**config.mk**
```make
export PLATFORM = sky130hd
export DESIGN_NAME = dramcfg_regbank
export DESIGN_NICKNAME = d
export VERILOG_FILES = /design/src/rtl/dramcfg_pkg.sv /design/src/rtl/dramcfg_window.sv /design/src/rtl/dramcfg_geom.sv /design/src/rtl/dramcfg_regbank.sv
export SDC_FILE = /design/constraint.sdc
export NUM_CORES = 2
export LEC_CHECK = 0
export ABC_AREA = 1
export BUFFER_PORTS_ARGS = -buffer_cell sky130_fd_sc_hd__buf_2
export CAP_MARGIN = 20
export CORE_ASPECT_RATIO = 0.5
export CORE_MARGIN = 1
export CORE_UTILIZATION = 40
export CTS_CLUSTER_DIAMETER = 60
export DETAILED_ROUTE_END_ITERATION = 8
export SYNTH_ARGS = -nofsm -noshare
export SYNTH_HDL_FRONTEND = slang
export SYNTH_SLANG_ARGS = --single-unit
```
**constraint.sdc**
```tcl
create_clock -name clk -period 6.4 [get_ports clk]
set_input_delay 0.96 -clock clk [delete_from_list [all_inputs] [get_ports clk]]
set_output_delay 0.96 -clock clk [all_outputs]
set_load 0.05 [all_outputs]
```
**src/rtl/dramcfg_pkg.sv**
```systemverilog
package dramcfg_pkg;

  localparam int DATA_W   = 32;
  localparam int ROW_W    = 5;
  localparam int BANK_W   = 2;
  localparam int PAGE_W   = 19;

  // field positions inside the common control word (decoded downstream)
  localparam int ROW_LSB  = 4;
  localparam int PAGE_LSB = 8;
  localparam int BANK_POS = 2;

  // controller window word indices tied to the init handshake
  localparam int PIR_IDX  = 0;
  localparam int DONE_IDX = 4;
  localparam int ACT_IDX  = 6;

  function automatic logic [ROW_W-1:0] row_bits_f(input logic [3:0] fld);
    return {1'b0, fld} + ROW_W'(1);
  endfunction

  function automatic logic [BANK_W-1:0] bank_bits_f(input logic fld);
    return BANK_W'(2) + BANK_W'(fld);
  endfunction

  function automatic logic [PAGE_W-1:0] page_bytes_f(input logic [3:0] fld);
    logic [4:0] sh;
    sh = {1'b0, fld} + 5'd3;
    return PAGE_W'(1) << sh;
  endfunction

endpackage

```
**src/rtl/dramcfg_window.sv**
```systemverilog
module dramcfg_window #(
  parameter int NREGS   = 8,
  parameter int ADDR_W  = 10,
  parameter int DATA_W  = 32,
  parameter bit HAS_SET = 1'b0,
  parameter int SET_A   = 0,
  parameter int SET_B   = 0,
  parameter int TAP_A   = 0,
  parameter int TAP_B   = 0
) (
  input  logic              clk,
  input  logic              rst_n,
  input  logic              sel,
  input  logic              wr,
  input  logic [ADDR_W-1:0] addr,
  input  logic [DATA_W-1:0] wdata,
  input  logic              set_req,
  output logic [DATA_W-1:0] rdata,
  output logic              wr_hit,
  output logic              oob_wr,
  output logic [NREGS-1:0]  hit_vec,
  output logic [DATA_W-1:0] tap_a,
  output logic [DATA_W-1:0] tap_b
);

  localparam int IDX_W = (NREGS > 1) ? $clog2(NREGS) : 1;

  logic [DATA_W-1:0] regs [NREGS];
  logic              in_range;
  logic [IDX_W-1:0]  idx;

  assign in_range = (int'(addr) < NREGS);
  assign idx      = addr[IDX_W-1:0];
  assign wr_hit   = sel & wr & in_range;
  assign oob_wr   = sel & wr & ~in_range;

  for (genvar i = 0; i < NREGS; i++) begin : g_reg
    assign hit_vec[i] = wr_hit && (idx == IDX_W'(i));

    if (HAS_SET && (i == SET_A || i == SET_B)) begin : g_flag
      always_ff @(posedge clk) begin
        if (!rst_n)
          regs[i] <= '0;
        else if (hit_vec[i])
          regs[i] <= wdata;
        else if (set_req)
          regs[i] <= regs[i] | DATA_W'(1);
      end
    end else begin : g_plain
      always_ff @(posedge clk) begin
        if (!rst_n)
          regs[i] <= '0;
        else if (hit_vec[i])
          regs[i] <= wdata;
      end
    end
  end

  assign rdata = (sel && !wr && in_range) ? regs[idx] : '0;
  assign tap_a = regs[TAP_A];
  assign tap_b = regs[TAP_B];

endmodule

```
**src/rtl/dramcfg_geom.sv**
```systemverilog
module dramcfg_geom
  import dramcfg_pkg::*;
(
  input  logic              clk,
  input  logic              rst_n,
  input  logic [3:0]        row_fld,
  input  logic              bank_fld,
  input  logic [3:0]        page_fld,
  input  logic              load_evt,
  output logic              geo_load,
  output logic [ROW_W-1:0]  geo_row_bits,
  output logic [BANK_W-1:0] geo_bank_bits,
  output logic [PAGE_W-1:0] geo_page_bytes
);

  always_ff @(posedge clk) begin
    if (!rst_n)
      geo_load <= 1'b0;
    else
      geo_load <= load_evt;
  end

  assign geo_row_bits   = row_bits_f(row_fld);
  assign geo_bank_bits  = bank_bits_f(bank_fld);
  assign geo_page_bytes = page_bytes_f(page_fld);

endmodule

```
**src/rtl/dramcfg_regbank.sv**
```systemverilog
module dramcfg_regbank
  import dramcfg_pkg::*;
#(
  parameter int ADDR_W   = 10,
  parameter int COM_REGS = 8,
  parameter int CTL_REGS = 32,
  parameter int PHY_REGS = 32
) (
  input  logic              clk,
  input  logic              rst_n,
  input  logic              com_sel,
  input  logic              com_wr,
  input  logic [ADDR_W-1:0] com_addr,
  input  logic [31:0]       com_wdata,
  output logic [31:0]       com_rdata,
  input  logic              ctl_sel,
  input  logic              ctl_wr,
  input  logic [ADDR_W-1:0] ctl_addr,
  input  logic [31:0]       ctl_wdata,
  output logic [31:0]       ctl_rdata,
  input  logic              phy_sel,
  input  logic              phy_wr,
  input  logic [ADDR_W-1:0] phy_addr,
  input  logic [31:0]       phy_wdata,
  output logic [31:0]       phy_rdata,
  output logic              oob_err,
  output logic              geo_load,
  output logic [4:0]        geo_row_bits,
  output logic [1:0]        geo_bank_bits,
  output logic [18:0]       geo_page_bytes
);

  // named internal events (observed by the bound checker)
  logic              ctrl_wr_hit;
  logic              pir_hit;
  logic              stat_wr_hit;
  logic              any_oob;
  logic              ctl_done_bit;
  logic              ctl_act_bit;

  logic              com_hit, ctl_hit, phy_hit;
  logic              com_oob, ctl_oob, phy_oob;
  logic [COM_REGS-1:0] com_hv;
  logic [CTL_REGS-1:0] ctl_hv;
  logic [PHY_REGS-1:0] phy_hv;
  logic [31:0]       com_ctrl_word, com_tap_unused;
  logic [31:0]       ctl_done_word, ctl_act_word;
  logic [31:0]       phy_tap_a, phy_tap_b;

  dramcfg_window #(
    .NREGS(COM_REGS), .ADDR_W(ADDR_W), .DATA_W(DATA_W),
    .HAS_SET(1'b0), .SET_A(0), .SET_B(0), .TAP_A(0), .TAP_B(0)
  ) u_com (
    .clk(clk), .rst_n(rst_n), .sel(com_sel), .wr(com_wr), .addr(com_addr),
    .wdata(com_wdata), .set_req(1'b0), .rdata(com_rdata), .wr_hit(com_hit),
    .oob_wr(com_oob), .hit_vec(com_hv), .tap_a(com_ctrl_word),
    .tap_b(com_tap_unused)
  );

  dramcfg_window #(
    .NREGS(CTL_REGS), .ADDR_W(ADDR_W), .DATA_W(DATA_W),
    .HAS_SET(1'b1), .SET_A(DONE_IDX), .SET_B(ACT_IDX),
    .TAP_A(DONE_IDX), .TAP_B(ACT_IDX)
  ) u_ctl (
    .clk(clk), .rst_n(rst_n), .sel(ctl_sel), .wr(ctl_wr), .addr(ctl_addr),
    .wdata(ctl_wdata), .set_req(pir_hit), .rdata(ctl_rdata), .wr_hit(ctl_hit),
    .oob_wr(ctl_oob), .hit_vec(ctl_hv), .tap_a(ctl_done_word),
    .tap_b(ctl_act_word)
  );

  dramcfg_window #(
    .NREGS(PHY_REGS), .ADDR_W(ADDR_W), .DATA_W(DATA_W),
    .HAS_SET(1'b0), .SET_A(0), .SET_B(0), .TAP_A(0), .TAP_B(0)
  ) u_phy (
    .clk(clk), .rst_n(rst_n), .sel(phy_sel), .wr(phy_wr), .addr(phy_addr),
    .wdata(phy_wdata), .set_req(1'b0), .rdata(phy_rdata), .wr_hit(phy_hit),
    .oob_wr(phy_oob), .hit_vec(phy_hv), .tap_a(phy_tap_a), .tap_b(phy_tap_b)
  );

  assign ctrl_wr_hit  = com_hv[0];
  assign pir_hit      = ctl_hv[PIR_IDX];
  assign stat_wr_hit  = ctl_hv[DONE_IDX] | ctl_hv[ACT_IDX];
  assign any_oob      = com_oob | ctl_oob | phy_oob;
  assign ctl_done_bit = ctl_done_word[0];
  assign ctl_act_bit  = ctl_act_word[0];

  always_ff @(posedge clk) begin
    if (!rst_n)
      oob_err <= 1'b0;
    else
      oob_err <= any_oob;
  end

  dramcfg_geom u_geom (
    .clk(clk), .rst_n(rst_n),
    .row_fld(com_ctrl_word[ROW_LSB +: 4]),
    .bank_fld(com_ctrl_word[BANK_POS]),
    .page_fld(com_ctrl_word[PAGE_LSB +: 4]),
    .load_evt(ctrl_wr_hit),
    .geo_load(geo_load), .geo_row_bits(geo_row_bits),
    .geo_bank_bits(geo_bank_bits), .geo_page_bytes(geo_page_bytes)
  );

endmodule

```
=== Word-level counts from Yosys, hierarchy flattened ===
Memory sizes are Yosys's and may differ from the RTL's.
Index checks and enable logic that the tools add are counted.

* Register bits after elaboration: 2
* Memory bits (writable): 2304
* Word-level logic and storage cells: 561
* Memories: 3

* Add/subtract/negate cells: 3
* Magnitude comparators: 3
* Equality and inequality tests: 71
* Shifts and indexed selects: 1
* Mux-type cells: 302
* Bitwise operators: 90
* Reductions and logical operators: 86

{| class="wikitable"
|+ Memory list
! name !! words !! width !! rd ports !! clocked after memory_dff !! wr ports !! RTL line !! text
|-
| u_ctl.regs || 32 || 32 || 1 || 0 || 32 || dramcfg_window.sv:28 || <nowiki>logic [DATA_W-1:0] regs [NREGS];</nowiki>
|-
| u_phy.regs || 32 || 32 || 1 || 0 || 32 || dramcfg_window.sv:28 ||
|-
| u_com.regs || 8 || 32 || 2 || 0 || 8 || dramcfg_window.sv:28 ||
|}

{| class="wikitable"
|+ Operator list
! kind !! number
|-
| $mux W32 || 75
|-
| $mux W1 || 225
|-
| $eq A5 B5 Y1 const B || 32
|-
| $eq A5 B4 Y1 const B || 16
|-
| $logic_and A1 B1 Y1 || 78
|-
| $or A1 B1 Y1 || 78
|-
| $mux W31 || 2
|-
| $eq A5 B3 Y1 const B || 8
|-
| $eq A5 B2 Y1 const B || 4
|-
| $lt A10 B6 Y1 const B || 2
|-
| $shl A1 B5 Y19 const A || 1
|-
| $eq A3 B3 Y1 const B || 4
|-
| $eq A5 B1 Y1 const B || 2
|-
| $logic_not A5 Y1 || 2
|-
| $lt A10 B4 Y1 const B || 1
|-
| $and A1 B1 Y1 || 9
|-
| $eq A3 B2 Y1 const B || 2
|-
| $add A4 B1 Y5 const B || 1
|-
| $add A4 B2 Y5 const B || 1
|-
| $reduce_and A2 Y1 || 2
|-
| $eq A3 B1 Y1 const B || 1
|-
| $logic_not A1 Y1 || 3
|-
| $logic_not A3 Y1 || 1
|-
| $not A1 Y1 || 3
|-
| other kinds (2) || 3
|}

=== Logic depth before layout (Yosys ltp) ===
* Depth after elaboration: 9
* Gate-level depth with buffers: 11
* Mapped depth without buffers: 9

=== Cells and area by module ===
Synthesis repeated with hierarchy kept, for this count alone.

* Cell total of the unflattened synthesis: 11491
* Area, all modules: 107116.5 µm²

{| class="wikitable"
|+ Modules (own cells, without submodules)
! module !! instances !! cells an instance !! area an instance (µm²)
|-
| dramcfg_window at u_phy || 1 || 4942 || 47364.2
|-
| dramcfg_window at u_ctl || 1 || 4923 || 46533.4
|-
| dramcfg_window at u_com || 1 || 1568 || 12922.4
|-
| dramcfg_geom || 1 || 52 || 256.5
|-
| dramcfg_regbank || 1 || 6 || 40.0
|}

=== Worst setup path after synthesis ===
No wires, ideal clock.

* Path type: input -> register
* Start: in ctl_addr[7]
* End: mem u_ctl.regs[0][0] (enable)
* Setup time: 0.466 ns
* Arrival time: 4.149 ns
* Setup slack: 1.785 ns
* Stages: 8
* Path buffers: 1
* Cell sequence: nor2_1 -> nand3b_1 -> nor2_1 -> nand2_1 -> nor2_4 -> inv_1 -> clkbuf_1 -> o21ai_0

{| class="wikitable"
|+ RTL lines
! item !! RTL line !! text
|-
| from (decl) || dramcfg_regbank.sv:18 || <nowiki>input logic [ADDR_W-1:0] ctl_addr,</nowiki>
|-
| to (decl) || dramcfg_window.sv:28 ||
|}

=== Worst setup path in the final report ===
* Start: in ctl_addr[0]
* End: out ctl_rdata[30]

* Longest elaborated chain between the ends: 3

{| class="wikitable"
|+ RTL lines
! item !! RTL line !! text
|-
| $lt A10 B6 Y1 || dramcfg_window.sv:32 || <nowiki>assign in_range = (int'(addr) < NREGS);</nowiki>
|-
| $logic_and A1 B1 Y1 || dramcfg_window.sv:59 || <nowiki>assign rdata = (sel && !wr && in_range) ? regs[idx] : '0;</nowiki>
|-
| $mux W32 * || dramcfg_window.sv:59 ||
|-
| to (decl) || dramcfg_regbank.sv:20 || <nowiki>output logic [31:0] ctl_rdata,</nowiki>
|}

Mark *: on every way between the ends. The rest lies on a longest branch, timed or not.

==> summary.txt <==
Synth
  – Average size of a mapped cell: ~9.6 µm²
  – Sequential area share after synthesis: between 60% and 70%
  – Synth unique cells: 32
  – Top post-synthesis cells by area: edfxtp_1 67%, nand2_1 15%, nor2_1 9.1%
  – Seq cells post-synth: ~2300
  – Mapped Cells: 10800
  – Ys Warns: 0
  – Most used DFF post-synth: edfxtp_1
  – Yosys top cell area share: approximately 67%
  – Dominant cell type by area after synthesis: edfxtp_1
  – Async set or reset register ratio after synthesis: 0%
  – Top cells by instance count after synthesis: 3999 x nand2_1, 2517 x nor2_1, 2304 x edfxtp_1
  – Cell Area, Synth: slightly above 100000 µm²
  – Post-synth EDFFs: ~2300
  – Count leader, synth: nand2_1

Floorplanning
  – Row cnt: about 130
  – Die width: around 720 µm
  – Core area: between 200000 and 300000 µm²
  – DIE AREA: between 200000 and 300000 µm²
  – Initial core utilization: roughly two fifths
  – # IOs: 258
  – Chip height: 361 µm

Clock tree
  – CTS tree: built
  – Max Buffers Root-to-Sink: 4
  – Clock Tree Root: clkbuf_16
  – Clk slew on worst S/H paths: 70 ps
  – TritonCTS buffer count: about 210
  – Clock Sinks: about 2300
  – Post-CTS Hold Fix Bufs: 0
  – H-Tree Depth: 4
  – PostCTS Resize Cnt: 0
  – Post-CTS setup buffers: 0

Pwr
  – Switching power: 7970 µW
  – Internal power: roughly 25000 µW
  – Comb pwr share: slightly below 8%
  – Static Leak: between 0.04 and 0.05 µW
  – Worst IR Drop VDD: 235 µV
  – Part of the power in registers: 53.7%
  – Clock power frac: between 30 and 40%
  – Pwr/cell area: approximately 280 nW/µm²
  – Switching share of power: between 20% and 30%

Global routing
  – Initial antenna violation count: 6
  – First-pass GRT wire length: about 470000 µm
  – Vias in the first global route: roughly 70000
  – Pin count of the biggest net entering global routing: between 150 and 200
  – GRT Util Overall: ~24%
  – Total grt overflow: 0

Placed design
  – Routability Congestion: 0.832
  – Port bufs: ~250
  – Hpwl dp: 177000 µm

STA
  – Hold Slack: approximately 430 ps
  – Unrepaired setup endpoints after global routing: false
  – Pins Over Slew Limit: 0
  – Setup_tns: 0 ps
  – Final setup violation count: 0
  – Final Hold Viols: 0
  – FMAX: 0.204 GHz
  – Max-Slew Margin vs Limit: approximately 22%
  – Period utilization: 76.5%
  – Worst-margin pin slew: roughly 1200 ps
  – Period minus WS final: 4900 ps

Critical path
  – Startpoint types: primary input
  – Crit Path Class: in2out
  – WP data required: ~5400 ps
  – Arr. time, crit path: 3940 ps
  – Crit. End Element: output pin
  – CP Max Fanout: between 80 and 90

Routing
  – Routed via count: about 77000
  – Vias per cell: roughly 5.4
  – DRT iter0 DRCs: 8860
  – Final WL: ~320000 µm
  – Final antenna-violating net count: 0
  – WL/cell: 22.6 µm
  – DRC violations left: 0
  – Drt first pass iters: 6

Final layout
  – Area Overhead vs Synth: 11.7%
  – NumNets Final: approximately 11000
  – Register area: slightly below 70000 µm²
  – Area of the multi-input gates: approximately 30000 µm²
  – Layout cell share with drive strength beyond 1: under 10%
  – Fillcell total: 24000

Hold path
  – HP Class: in2reg
  – Hold Crit Depth: 3

Run status
  – Status: complete, no violations

Flow run
  – Max-cap violations: 0
-- registers in the layout, indices dropped and copies added (netlist names) --
signal and flops:
u_geom.geo_load 1, u_ctl.regs 1024, u_phy.regs 1024, oob_err 1
u_com.regs 256
-- cell families after synthesis --
logic type      share of synthesized area [%]
buf+inv                                  3.93
simple gates                             26.6
xor+xnor                               0.0170
compound gates                           2.41
flops                                    67.0
other cells                           0.00727
fa+ha+maj                              0.0121
-- power by group through the flow --
stage                     clock network, µW  registers (µW)  logic [µW]
after global routing                  13200           17600        2750
after global placement                    0           17800        2500
final                                 12500           17500        2540
after CTS                             12600           17500        2520
after detailed placement                  0           17800        2520
after floorplan                           0           17800        1490
-- layout by cell type, fill, tap and decap left out, types with 9 or more instances in the layout --
cell / Yosys / routed
inv_1: 138 / 135
a21oi_1: 64 / 64
nand2_2: 0 / 28
o21bai_1: 64 / 64
nand2_1: 3999 / 3969
and3_1: 32 / 32
o21ai_0: 223 / 160
nand4_1: 130 / 130
nand3_2: 15 / 17
inv_6: 0 / 9
nand3_1: 293 / 291
bufinv_16: 0 / 15
buf_4: 8 / 232
clkinv_1: 1 / 56
clkbuf_16: 0 / 214
nor2_4: 3 / 13
o21ai_4: 0 / 63
buf_12: 0 / 28
buf_2: 246 / 248
o21ai_1: 25 / 25
o22ai_1: 68 / 68
or2_2: 50 / 50
nor2_1: 2517 / 2508
clkbuf_1: 524 / 41
edfxtp_1: 2304 / 2304
clkinv_2: 0 / 34
-- metal layers --
layer	vias up	GRT usage [%]	share of wire, %
li1	34900	-	-
met1	37500	32.4	41
met4	2	9.34	4.0
met2	3585	39.5	47
met5	-	0	0.0028
met3	645	3.67	8.4
-- layout make-up --
cell class,count,share of cell area (%)
Sequential cell,2306,60.0
Clock inverter,120,0.857
Tap cell,3458,3.75
Timing Repair Buffer,519,3.30
Inverter,151,0.522
Antenna cell,2,0.00434
Multi-Input combinational cell,7501,26.8
Clock buffer,255,4.77
-- critical path: stages --
cell     delay, ps
buf_8          470
nand2_1        390
inv_6          540
buf_4          510
nand2_1         90
nand4_1        110
nand2_1         60
nand2_1        100
nor2_1          70
nor2_1         230
buf_2          320
-- per-stage QoR --
stage / setup slack [ps] / util (%) / cells / power [µW] / cell area, µm²
floorplan: 1790 / - / 10800 / 19300 / 103000
global placement: 1370 / 42.4 / 13900 / 20300 / 109000
detailed placement: 1410 / 42.5 / 13900 / 20300 / 109000
CTS: 1390 / 45.0 / 14300 / 32700 / 115000
global route: 1340 / 45.1 / 14300 / 33500 / 115000
finish: 1500 / 45.1 / 14300 / 32600 / 115000
-- path summary, 6_finish.rpt --
path / slack [ps] / endpoint / startpoint
max: 1500 / ctl_rdata[30] / ctl_addr[0]
min: 430 / u_com.regs[7][16] / com_wdata[16]
Power figures use the tool's default switching activity.
